==> src/rtl/mbw_pkg.sv <==
package mbw_pkg;
  typedef enum logic [1:0] {
    ST_IDLE  = 2'd0,
    ST_ARMED = 2'd1,
    ST_BURST = 2'd2
  } mbw_state_e;
endpackage

==> src/rtl/mbw_rst_sync.sv <==
module mbw_rst_sync #(
  parameter int STAGES = 2
) (
  input  logic clk,
  input  logic arst_n,
  output logic srst_n
);
  logic [STAGES-1:0] sync_q;

  always_ff @(posedge clk or negedge arst_n) begin
    if (!arst_n) sync_q <= '0;
    else         sync_q <= {sync_q[STAGES-2:0], 1'b1};
  end

  assign srst_n = sync_q[STAGES-1];
endmodule

==> src/rtl/mbw_ctrl.sv <==
module mbw_ctrl
  import mbw_pkg::*;
(
  input  logic clk,
  input  logic rst_n,
  input  logic sel_n,
  input  logic addr_lat,
  input  logic dstb_n,
  input  logic rd_wr_n,
  input  logic last_n,
  input  logic q_full,
  output logic load,
  output logic cap,
  output logic rdy_n,
  output logic stop_n
);
  mbw_state_e state_q, state_d;
  logic       rdy_q, rdy_d, rdy_en;
  logic       stop_q;
  logic       go;

  // start sequence decode
  always_comb begin
    load = (state_q == ST_IDLE) && !sel_n && addr_lat;
    go   = (state_q == ST_ARMED) && !sel_n && !dstb_n && !rd_wr_n;
    // capture only when selected and not stalled
    cap  = (state_q == ST_BURST) && !sel_n && stop_q;
  end

  always_comb begin
    state_d = state_q;
    unique case (state_q)
      ST_IDLE:  if (load) state_d = ST_ARMED;
      ST_ARMED: state_d = go ? ST_BURST : ST_IDLE;
      ST_BURST: begin
        if (sel_n)                state_d = ST_IDLE;
        else if (cap && !last_n)  state_d = ST_IDLE;
      end
      default:  state_d = ST_IDLE;
    endcase
  end

  // ready updates on capture or abort only
  always_comb begin
    rdy_en = (state_q == ST_BURST) && (sel_n || cap);
    rdy_d  = sel_n ? 1'b1 : ~last_n;
  end

  always_ff @(posedge clk or negedge rst_n) begin
    if (!rst_n) begin
      state_q <= ST_IDLE;
      rdy_q   <= 1'b1;
      stop_q  <= 1'b1;
    end else begin
      state_q <= state_d;
      if (rdy_en) rdy_q <= rdy_d;
      stop_q  <= ~q_full;
    end
  end

  assign rdy_n  = rdy_q;
  assign stop_n = stop_q;
endmodule

==> src/rtl/mbw_wport.sv <==
module mbw_wport #(
  parameter int AW    = 16,
  parameter int DW    = 32,
  parameter int LANES = 2
) (
  input  logic             clk,
  input  logic             rst_n,
  input  logic             load,
  input  logic             cap,
  input  logic [DW-1:0]    bus_data,
  input  logic [LANES-1:0] hw_en,
  output logic             mem_we,
  output logic [AW-1:0]    mem_addr,
  output logic [DW-1:0]    mem_wdata,
  output logic [LANES-1:0] mem_wmask
);
  localparam int LW = DW / LANES;

  logic [AW-1:0] ptr_q, ptr_d;
  logic          ptr_en;

  // word pointer loads from the bus and steps per capture
  always_comb begin
    ptr_en = load || cap;
    ptr_d  = load ? bus_data[AW-1:0] : ptr_q + 1'b1;
  end

  always_ff @(posedge clk or negedge rst_n) begin
    if (!rst_n) begin
      ptr_q     <= '0;
      mem_we    <= 1'b0;
      mem_addr  <= '0;
      mem_wmask <= '0;
    end else begin
      if (ptr_en) ptr_q <= ptr_d;
      mem_we <= cap;
      if (cap) begin
        mem_addr  <= ptr_q;
        mem_wmask <= hw_en;
      end
    end
  end

  // one data register per half-word lane
  for (genvar g = 0; g < LANES; g++) begin : g_lane
    always_ff @(posedge clk or negedge rst_n) begin
      if (!rst_n)   mem_wdata[g*LW +: LW] <= '0;
      else if (cap) mem_wdata[g*LW +: LW] <= bus_data[g*LW +: LW];
    end
  end
endmodule

==> src/rtl/mux_burst_wr_slave.sv <==
module mux_burst_wr_slave #(
  parameter int AW    = 16,
  parameter int DW    = 32,
  parameter int LANES = 2
) (
  input  logic             clk,
  input  logic             rst_n,
  input  logic             sel_n,
  input  logic             addr_lat,
  input  logic             dstb_n,
  input  logic             rd_wr_n,
  input  logic             last_n,
  input  logic [LANES-1:0] hw_en,
  input  logic [DW-1:0]    bus_data,
  input  logic             q_full,
  output logic             rdy_n,
  output logic             stop_n,
  output logic             mem_we,
  output logic [AW-1:0]    mem_addr,
  output logic [DW-1:0]    mem_wdata,
  output logic [LANES-1:0] mem_wmask
);
  logic srst_n;
  logic load, cap;

  mbw_rst_sync #(.STAGES(2)) u_rst (
    .clk(clk), .arst_n(rst_n), .srst_n(srst_n)
  );

  mbw_ctrl u_ctrl (
    .clk(clk), .rst_n(srst_n), .sel_n(sel_n), .addr_lat(addr_lat),
    .dstb_n(dstb_n), .rd_wr_n(rd_wr_n), .last_n(last_n), .q_full(q_full),
    .load(load), .cap(cap), .rdy_n(rdy_n), .stop_n(stop_n)
  );

  mbw_wport #(.AW(AW), .DW(DW), .LANES(LANES)) u_wport (
    .clk(clk), .rst_n(srst_n), .load(load), .cap(cap),
    .bus_data(bus_data), .hw_en(hw_en), .mem_we(mem_we),
    .mem_addr(mem_addr), .mem_wdata(mem_wdata), .mem_wmask(mem_wmask)
  );
endmodule

==> config.mk <==
export PLATFORM = sky130hd
export DESIGN_NAME = mux_burst_wr_slave
export DESIGN_NICKNAME = d
export VERILOG_FILES = /design/src/rtl/mbw_pkg.sv /design/src/rtl/mbw_rst_sync.sv /design/src/rtl/mbw_ctrl.sv /design/src/rtl/mbw_wport.sv /design/src/rtl/mux_burst_wr_slave.sv
export SDC_FILE = /design/constraint.sdc
export NUM_CORES = 1
export LEC_CHECK = 0
export ABC_AREA = 1
export BUFFER_PORTS_ARGS = -buffer_cell sky130_fd_sc_hd__buf_2
export CAP_MARGIN = 20
export CORE_MARGIN = 5
export CORE_UTILIZATION = 28
export DETAILED_ROUTE_END_ITERATION = 8
export GPL_ROUTABILITY_DRIVEN = 0
export GPL_TIMING_DRIVEN = 0
export PLACE_DENSITY_LB_ADDON = 0.08
export SYNTH_ARGS = -nofsm -noshare
export SYNTH_HDL_FRONTEND = slang
export SYNTH_SLANG_ARGS = --single-unit
export TNS_END_PERCENT = 1
==> constraint.sdc <==
create_clock -name clk -period 3.6 [get_ports clk]
set_input_delay 0.72 -clock clk [delete_from_list [all_inputs] [get_ports clk]]
set_output_delay 0.72 -clock clk [all_outputs]
set_load 0.1 [all_outputs]
==> results of run 1 <==
## kinds of logic (layout without fill, tap and decap cells)
group | after synthesis | in the layout | synth area share, %
simple gates | 222 | 222 | 27.7
fa+ha+maj | 1 | 1 | 0.381
flops | 73 | 73 | 55.7
xor+xnor | 3 | 3 | 0.800
compound gates | 40 | 40 | 7.09
buf+inv | 53 | 164 | 8.19
other cells | 1 | 1 | 0.114
## worst reg2reg max path: cells and delay by family, from the launching register on
| family | cells | cell delay [ps] |
|---|---|---|
| simple gates | 7 | 700 |
| flops | 1 | 390 |
| fa+ha+maj | 1 | 230 |
## cell usage in the layout, fill, tap and decap left out, types with 2 or more instances in the layout
cell       synthesis  routed
xor2_1             2       2
inv_1             33      33
nand2_1          173     173
nand4_1            2       2
dfrtp_1           71      70
clkbuf_1           2       2
o21ai_2            4       4
o211ai_1           3       3
bufinv_16          0       2
o21ai_0           16      16
clkbuf_16          0       9
dfstp_2            2       2
nand3_1           26      26
a21oi_1            2       2
nor2_2             2       2
o21ai_1           14      14
clkbuf_8           0       2
nor2_1            15      15
inv_2              3       3
buf_6              8       8
clkinv_2           0       2
buf_2              6     100
## how the worst max path moves through the flow
stage / start / endpoint
3_5_place_dp: sel_n / u_wport.mem_wdata[12]
6_report: u_ctrl.stop_n / stop_n
3_3_place_gp: u_rst.sync_q[1] / u_wport.mem_wdata[16]
4_1_cts: u_ctrl.stop_n / stop_n
2_1_floorplan: u_rst.sync_q[1] / u_ctrl.state_q[0]
5_1_grt: u_ctrl.stop_n / stop_n
## where the power goes
group | switching, uW | leakage, uW | internal, uW
sequential | 100 | 0.000938 | 985
clock | 333 | 0.000162 | 642
combinational | 1160 | 0.00126 | 213
total | 1590 | 0.00236 | 1840
## synthesized netlist by cell type, drive strengths merged
library cell	instances	area, um^2
dfstp	2	52.6
nand4	3	33.8
clkbuf	2	7.51
nand2	174	656
o211ai	3	22.5
xnor2	1	8.76
ha	1	12.5
buf	14	120
o21ai	34	185
conb	1	3.75
nor3	1	5.00
xor2	2	17.5
dfrtp	71	1780
inv	37	141
o221ai	1	15.0
nand3	27	148
nor2	17	68.8
a21oi	2	10.0
## registers in the layout (all words and copies together), names as in the netlist
name and flops:
u_wport.mem_addr 16, u_ctrl.rdy_n 1, u_ctrl.stop_n 1, u_wport.mem_wdata 32, u_wport.mem_wmask 2, u_rst.sync_q 2
u_wport.ptr_q 16, u_ctrl.state_q 2, u_wport.mem_we 1
## final cells by class
cell class                 count  area share [%]
sequential                    73            42.7
multi-input combinational    267            27.6
timing repair buffer          95            11.6
clock buffer                  11            5.88
tap                          143            4.17
inverter                      37            3.29
buffer                        16            2.97
clock inverter                 5            1.81
## layer usage
metal / wire, um / part of all wire, %
met4: 109 / 1.3
met5: 0 / 0
met1: 4220 / 49
met3: 411 / 4.7
met2: 3940 / 45
## metrics by stage
step	instances	setup WS, ps	hold slack, ps	cell area [um^2]	utilization [%]
2_1_floorplan	393	1420	331	3280	-
3_3_place_gp	630	327	337	3930	34.3
3_5_place_dp	631	1780	281	3970	34.6
4_1_cts	647	1550	160	4300	37.5
5_1_grt	647	1530	159	4300	37.5
6_report	647	1560	169	4300	37.5
==> flow_summary_export.csv, run 1 <==
group,metric,value,unit
clocking,cts_repair_resize_count,0,
sta,timing.final.crit_period,2040,ps
power_and_ir_drop,ir_worst_vdd,0.352,mV
sta,slew-limit-headroom,63.3,%
place,dp_hpwl,6.50,mm
setup_path,path_cells,"buf_2",
grt,m3_gr_usage,2.82,%
layout,area_growth,30.8,%
clocking,cts_buffers,9,
clocking,holdBufCountCts,0,
layout,final.fill_count,1222,
setup_path,worstSetupStartpointType,"flip-flop",
drt,viasPerCell,4.33,
synth,postSynthAreaPerCell,8.36,um^2
synth,synth_nets,436,
setup_path,critPathSlowestCell,"dfstp_2",
setup_path,timing.rr.end,"u_wport.ptr_q[12]",
setup_path,worstPathArrival,1320,ps
setup_path,worst-path-buf-inv,1,
power_and_ir_drop,power.static_leakage,0.00236,uW
floorplan,num_io_pins,95,
layout,drive_above_1_share,28.2,%
clocking,clk_pin_slew,60,ps
sta,timing.final.hold_violations,0,
synth,synth_cells,393,
drt,postRouteWirelength,8.68,mm
grt,grt_max_degree,44,
floorplan,fp.dieW,118,um
clocking,cts_htree_levels,3,
sta,final_max_slew_viol_count,0,
power_and_ir_drop,power.density,800,nW/um^2
min_path,worst_min_path_class,"in2async",
setup_path,cell_family_with_the_largest_share_of_critical_path_delay,"flip-flops",
flow_run,max_cap_violations,0,
setup_path,setup.worst_path.end_class,"output pin",
sta,post-route-period-util,56.6,%
sta,timing.setup.tns,0,ps
floorplan,start_util,28.6,%
grt,grt_util_met1,17.5,%
drt,violation_count_after_the_first_detailed_routing_iteration,86,
synth,netlist_area,3280,um^2
grt,gr-max-usage-layer,"met2",
grt,globalRouteTotalUtil,12.6,%
setup_path,max_stage_delay,560,ps
floorplan,dieHeight,118,um
sta,clock-skew-final,6.57,ps
drt,postRouteAntennaNets,0,
synth,yosysSeqAreaShare,55.7,%
grt,antenna_violations_before_repair,0,
floorplan,die_area,14000,um^2
setup_path,critPathKind,"reg2out",
sta,timing.final.setup_violations,0,
floorplan,fp.coreArea,11500,um^2
setup_path,ff2ff_setup_slack,2170,ps
layout,antenna-diode-count,0,
drt,vias,2801,
drt,drcViolationCount,0,
place,place.port_buffers,94,
setup_path,critical_path.max_fanout,3,
setup_path,cp.depth,1,
synth,synth.yosys.warnings,0,
clocking,clk_latency,320,ps
clocking,clock_sink_count,73,
sta,rsz0062_at_grt,"no",
clocking,clockRootBuffer,"clkbuf_16",
setup_path,r2r_start,"u_wport.ptr_q[1]",
clocking,ctsLongestPathBuffers,2,
run_status,status,"completed",
synth,yosys.cell_types.count,27,
clocking,tritoncts,"done",
drt,drt_first_pass_iters,4,
drt,wire_per_inst,13.4,um
layout,nets,542,
setup_path,crit_required,2880,ps
power_and_ir_drop,design_power_total,3430,uW
clocking,cts_post_setup_buffers_inserted,0,
layout,multiInputGateArea,1190,um^2
grt,grt_use_met2,19.7,%
sta,fmax,0.491,GHz
sta,worst_margin_pin_slew,551,ps
floorplan,std_cell_rows,39,
grt,grt_pass1_wl,14.4,mm
setup_path,ff2ff_path_depth,8,
grt,first_global_vias,2820,
grt,grt-ovfl-total,0,
synth,synth.ff_latch_count,73,
layout,final-seq-area,1830,um^2
Power figures use the tool's default switching activity.
==> run 2, diff against run 1 <==
==> constraint.sdc (replaced) <==
create_clock -name clk -period 2.1 [get_ports clk]
set_input_delay 0.42 -clock clk [delete_from_list [all_inputs] [get_ports clk]]
set_output_delay 0.42 -clock clk [all_outputs]
set_load 0.1 [all_outputs]
==> run 2 against run 1 <==
Effect of this change: largest power group unchanged; worst hold slack gained 25 ps; combinational power rose by 72%; critical path depth unchanged; sequential power grew 71%; total power rose by 72%; cell area is 0.23% higher; global-route usage up 0.39 points; critical path type unchanged; routed wire length increased by 2.2%; flip-flop and latch count stayed put; clock power grew 74%; via count fell by 0.64%; sequential share of layout area decreased by 0.099 points.
==> flow_summary_export.csv, run 2 (synthesis gave the netlist of run 1 again) <==
group,metric,value,unit
run_status,status,"completed",
layout,most_frequent_cells_in_the_layout,"nand2_1, buf_2, dfrtp_1",
place,place.port_buffers,94,
drt,met3WireLength,474,um
grt,grt-ovfl-total,0,
setup_path,max_stage_delay,570,ps
grt,globalRouteTotalUtil,13.0,%
drt,drt-met1-wl,4.25,mm
clocking,cts_buffers,9,
sta,timing.final.crit_period,1750,ps
layout,postLayoutCellArea,4310,um^2
setup_path,worstPathArrival,1330,ps
clocking,cts_post_setup_buffers_inserted,0,
floorplan,std_cell_rows,39,
layout,antenna-diode-count,0,
floorplan,fp.dieW,118,um
sta,timing.final.hold_violations,0,
sta,fin_hold_ws,194,ps
layout,final-seq-area,1830,um^2
layout,largest_reg_flops,32,
sta,post-route-period-util,83.2,%
sta,fmax,0.572,GHz
setup_path,timing.rr.end,"u_wport.ptr_q[12]",
clocking,tritoncts,"done",
layout,layout.cells.most_common,"nand2_1",
drt,violation_count_after_the_first_detailed_routing_iteration,138,
sta,timing.setup.tns,0,ps
layout,drive_above_1_share,28.1,%
setup_path,critPathSlowestCell,"dfstp_2",
drt,drt_first_pass_iters,4,
sta,timing.final.setup_violations,0,
drt,postRouteAntennaNets,0,
setup_path,setup.worst_path.start,"u_ctrl.stop_n",
setup_path,critPathKind,"reg2out",
layout,regMostFlops,"u_wport.mem_wdata",
flow_run,max_cap_violations,0,
power_and_ir_drop,power.density,1370,nW/um^2
clocking,clockRootBuffer,"clkbuf_16",
grt,first_global_vias,2808,
grt,grt_pass1_wl,14.6,mm
setup_path,worst-path-buf-inv,1,
drt,viasPerCell,4.29,
setup_path,r2r_start,"u_wport.ptr_q[1]",
min_path,launch_point_of_the_worst_hold_path,"q_full",
clocking,cts_repair_resize_count,0,
setup_path,ff2ff_path_depth,8,
layout,post-route-util,37.5,%
power_and_ir_drop,ir_worst_vdd,0.695,mV
min_path,timing.hold.worst_path_depth,2,
grt,grt_max_degree,50,
floorplan,num_io_pins,95,
layout,layout_top_registers,"u_wport.mem_wdata: 32 flops, u_wport.mem_addr: 16 flops, u_wport.ptr_q: 16 flops",
drt,wl_met2,4.01,mm
layout,multiInputGateArea,1190,um^2
drt,vias,2783,
clocking,holdBufCountCts,1,
place,post_dp_cell_area,3970,um^2
sta,final_max_slew_viol_count,0,
floorplan,fp.coreArea,11500,um^2
place,dp_hpwl,6.51,mm
clocking,clk_latency,330,ps
setup_path,setup.worst_path.end_class,"output pin",
setup_path,worstSetupStartpointType,"flip-flop",
power_and_ir_drop,power.static_leakage,0.00237,uW
sta,worst_margin_pin_slew,550,ps
layout,area_growth,31.1,%
drt,drcViolationCount,0,
setup_path,crit_required,1680,ps
sta,clock-skew-final,3.97,ps
sta,rsz0062_at_grt,"no",
setup_path,critical_path.max_fanout,3,
clocking,clk_pin_slew,60,ps
min_path,worst_min_path_class,"in2reg",
sta,slew-limit-headroom,63.3,%
setup_path,path_cells,"buf_2",
layout,final.fill_count,1200,
grt,antenna_violations_before_repair,0,
clocking,cts_htree_levels,3,
setup_path,ff2ff_setup_slack,680,ps
min_path,worst_hold_endpoint,"u_ctrl.stop_n",
floorplan,die_area,14000,um^2
drt,dr.max_layer_used,"met4",
drt,postRouteWirelength,8.87,mm
floorplan,dieHeight,118,um
setup_path,cell_family_with_the_largest_share_of_critical_path_delay,"flip-flops",
clocking,ctsLongestPathBuffers,2,
drt,wire_per_inst,13.7,um
floorplan,start_util,28.6,%
layout,nets,543,
clocking,clock_sink_count,73,
## run 2: cell count changes in the layout (fill, tap and decap cells not counted)
| cell | change |
|---|---|
| dlygate4sd3_1 | +1 |
## run 2: how the worst max path moves through the flow
| stage | endpoint | slack, ps | cells after the start |
|---|---|---|---|
| finish | stop_n | 350 | 1 |
| global route | stop_n | 310 | 1 |
| CTS | stop_n | 330 | 1 |
| detailed placement | u_wport.mem_addr[10] | 570 | 5 |
| global placement | u_wport.mem_wdata[20] | 280 | 0 |
| floorplan | u_wport.mem_addr[13] | 470 | 5 |
## run 2: layout make-up
| class | instances | share of cell area (%) |
|---|---|---|
| tap | 143 | 4.16 |
| clock inverter | 5 | 1.80 |
| sequential | 73 | 42.6 |
| timing repair buffer | 96 | 11.8 |
| multi-input combinational | 267 | 27.6 |
| buffer | 16 | 2.96 |
| inverter | 37 | 3.28 |
| clock buffer | 11 | 5.87 |
## run 2: stage by stage
| step | power [uW] | std cells | worst slack (ps) |
|---|---|---|---|
| CTS | 5990 | 648 | 328 |
| floorplan | 3840 | 393 | 469 |
| global route | 6190 | 648 | 311 |
| finish | 5910 | 648 | 352 |
| global placement | 4240 | 630 | 282 |
| detailed placement | 4270 | 631 | 570 |
## run 2: report_power, final
group,leakage (uW),switching (uW),internal (uW)
registers,0.000938,174,1690
logic,0.00127,2000,366
clock network,0.000162,585,1100
total,0.00237,2750,3160
## run 2: per-layer routing
layer,vias up,GRT usage [%]
met5,-,0
met4,0,4.30
met3,7,3.96
met2,68,20.1
met1,1262,17.4
li1,1446,-
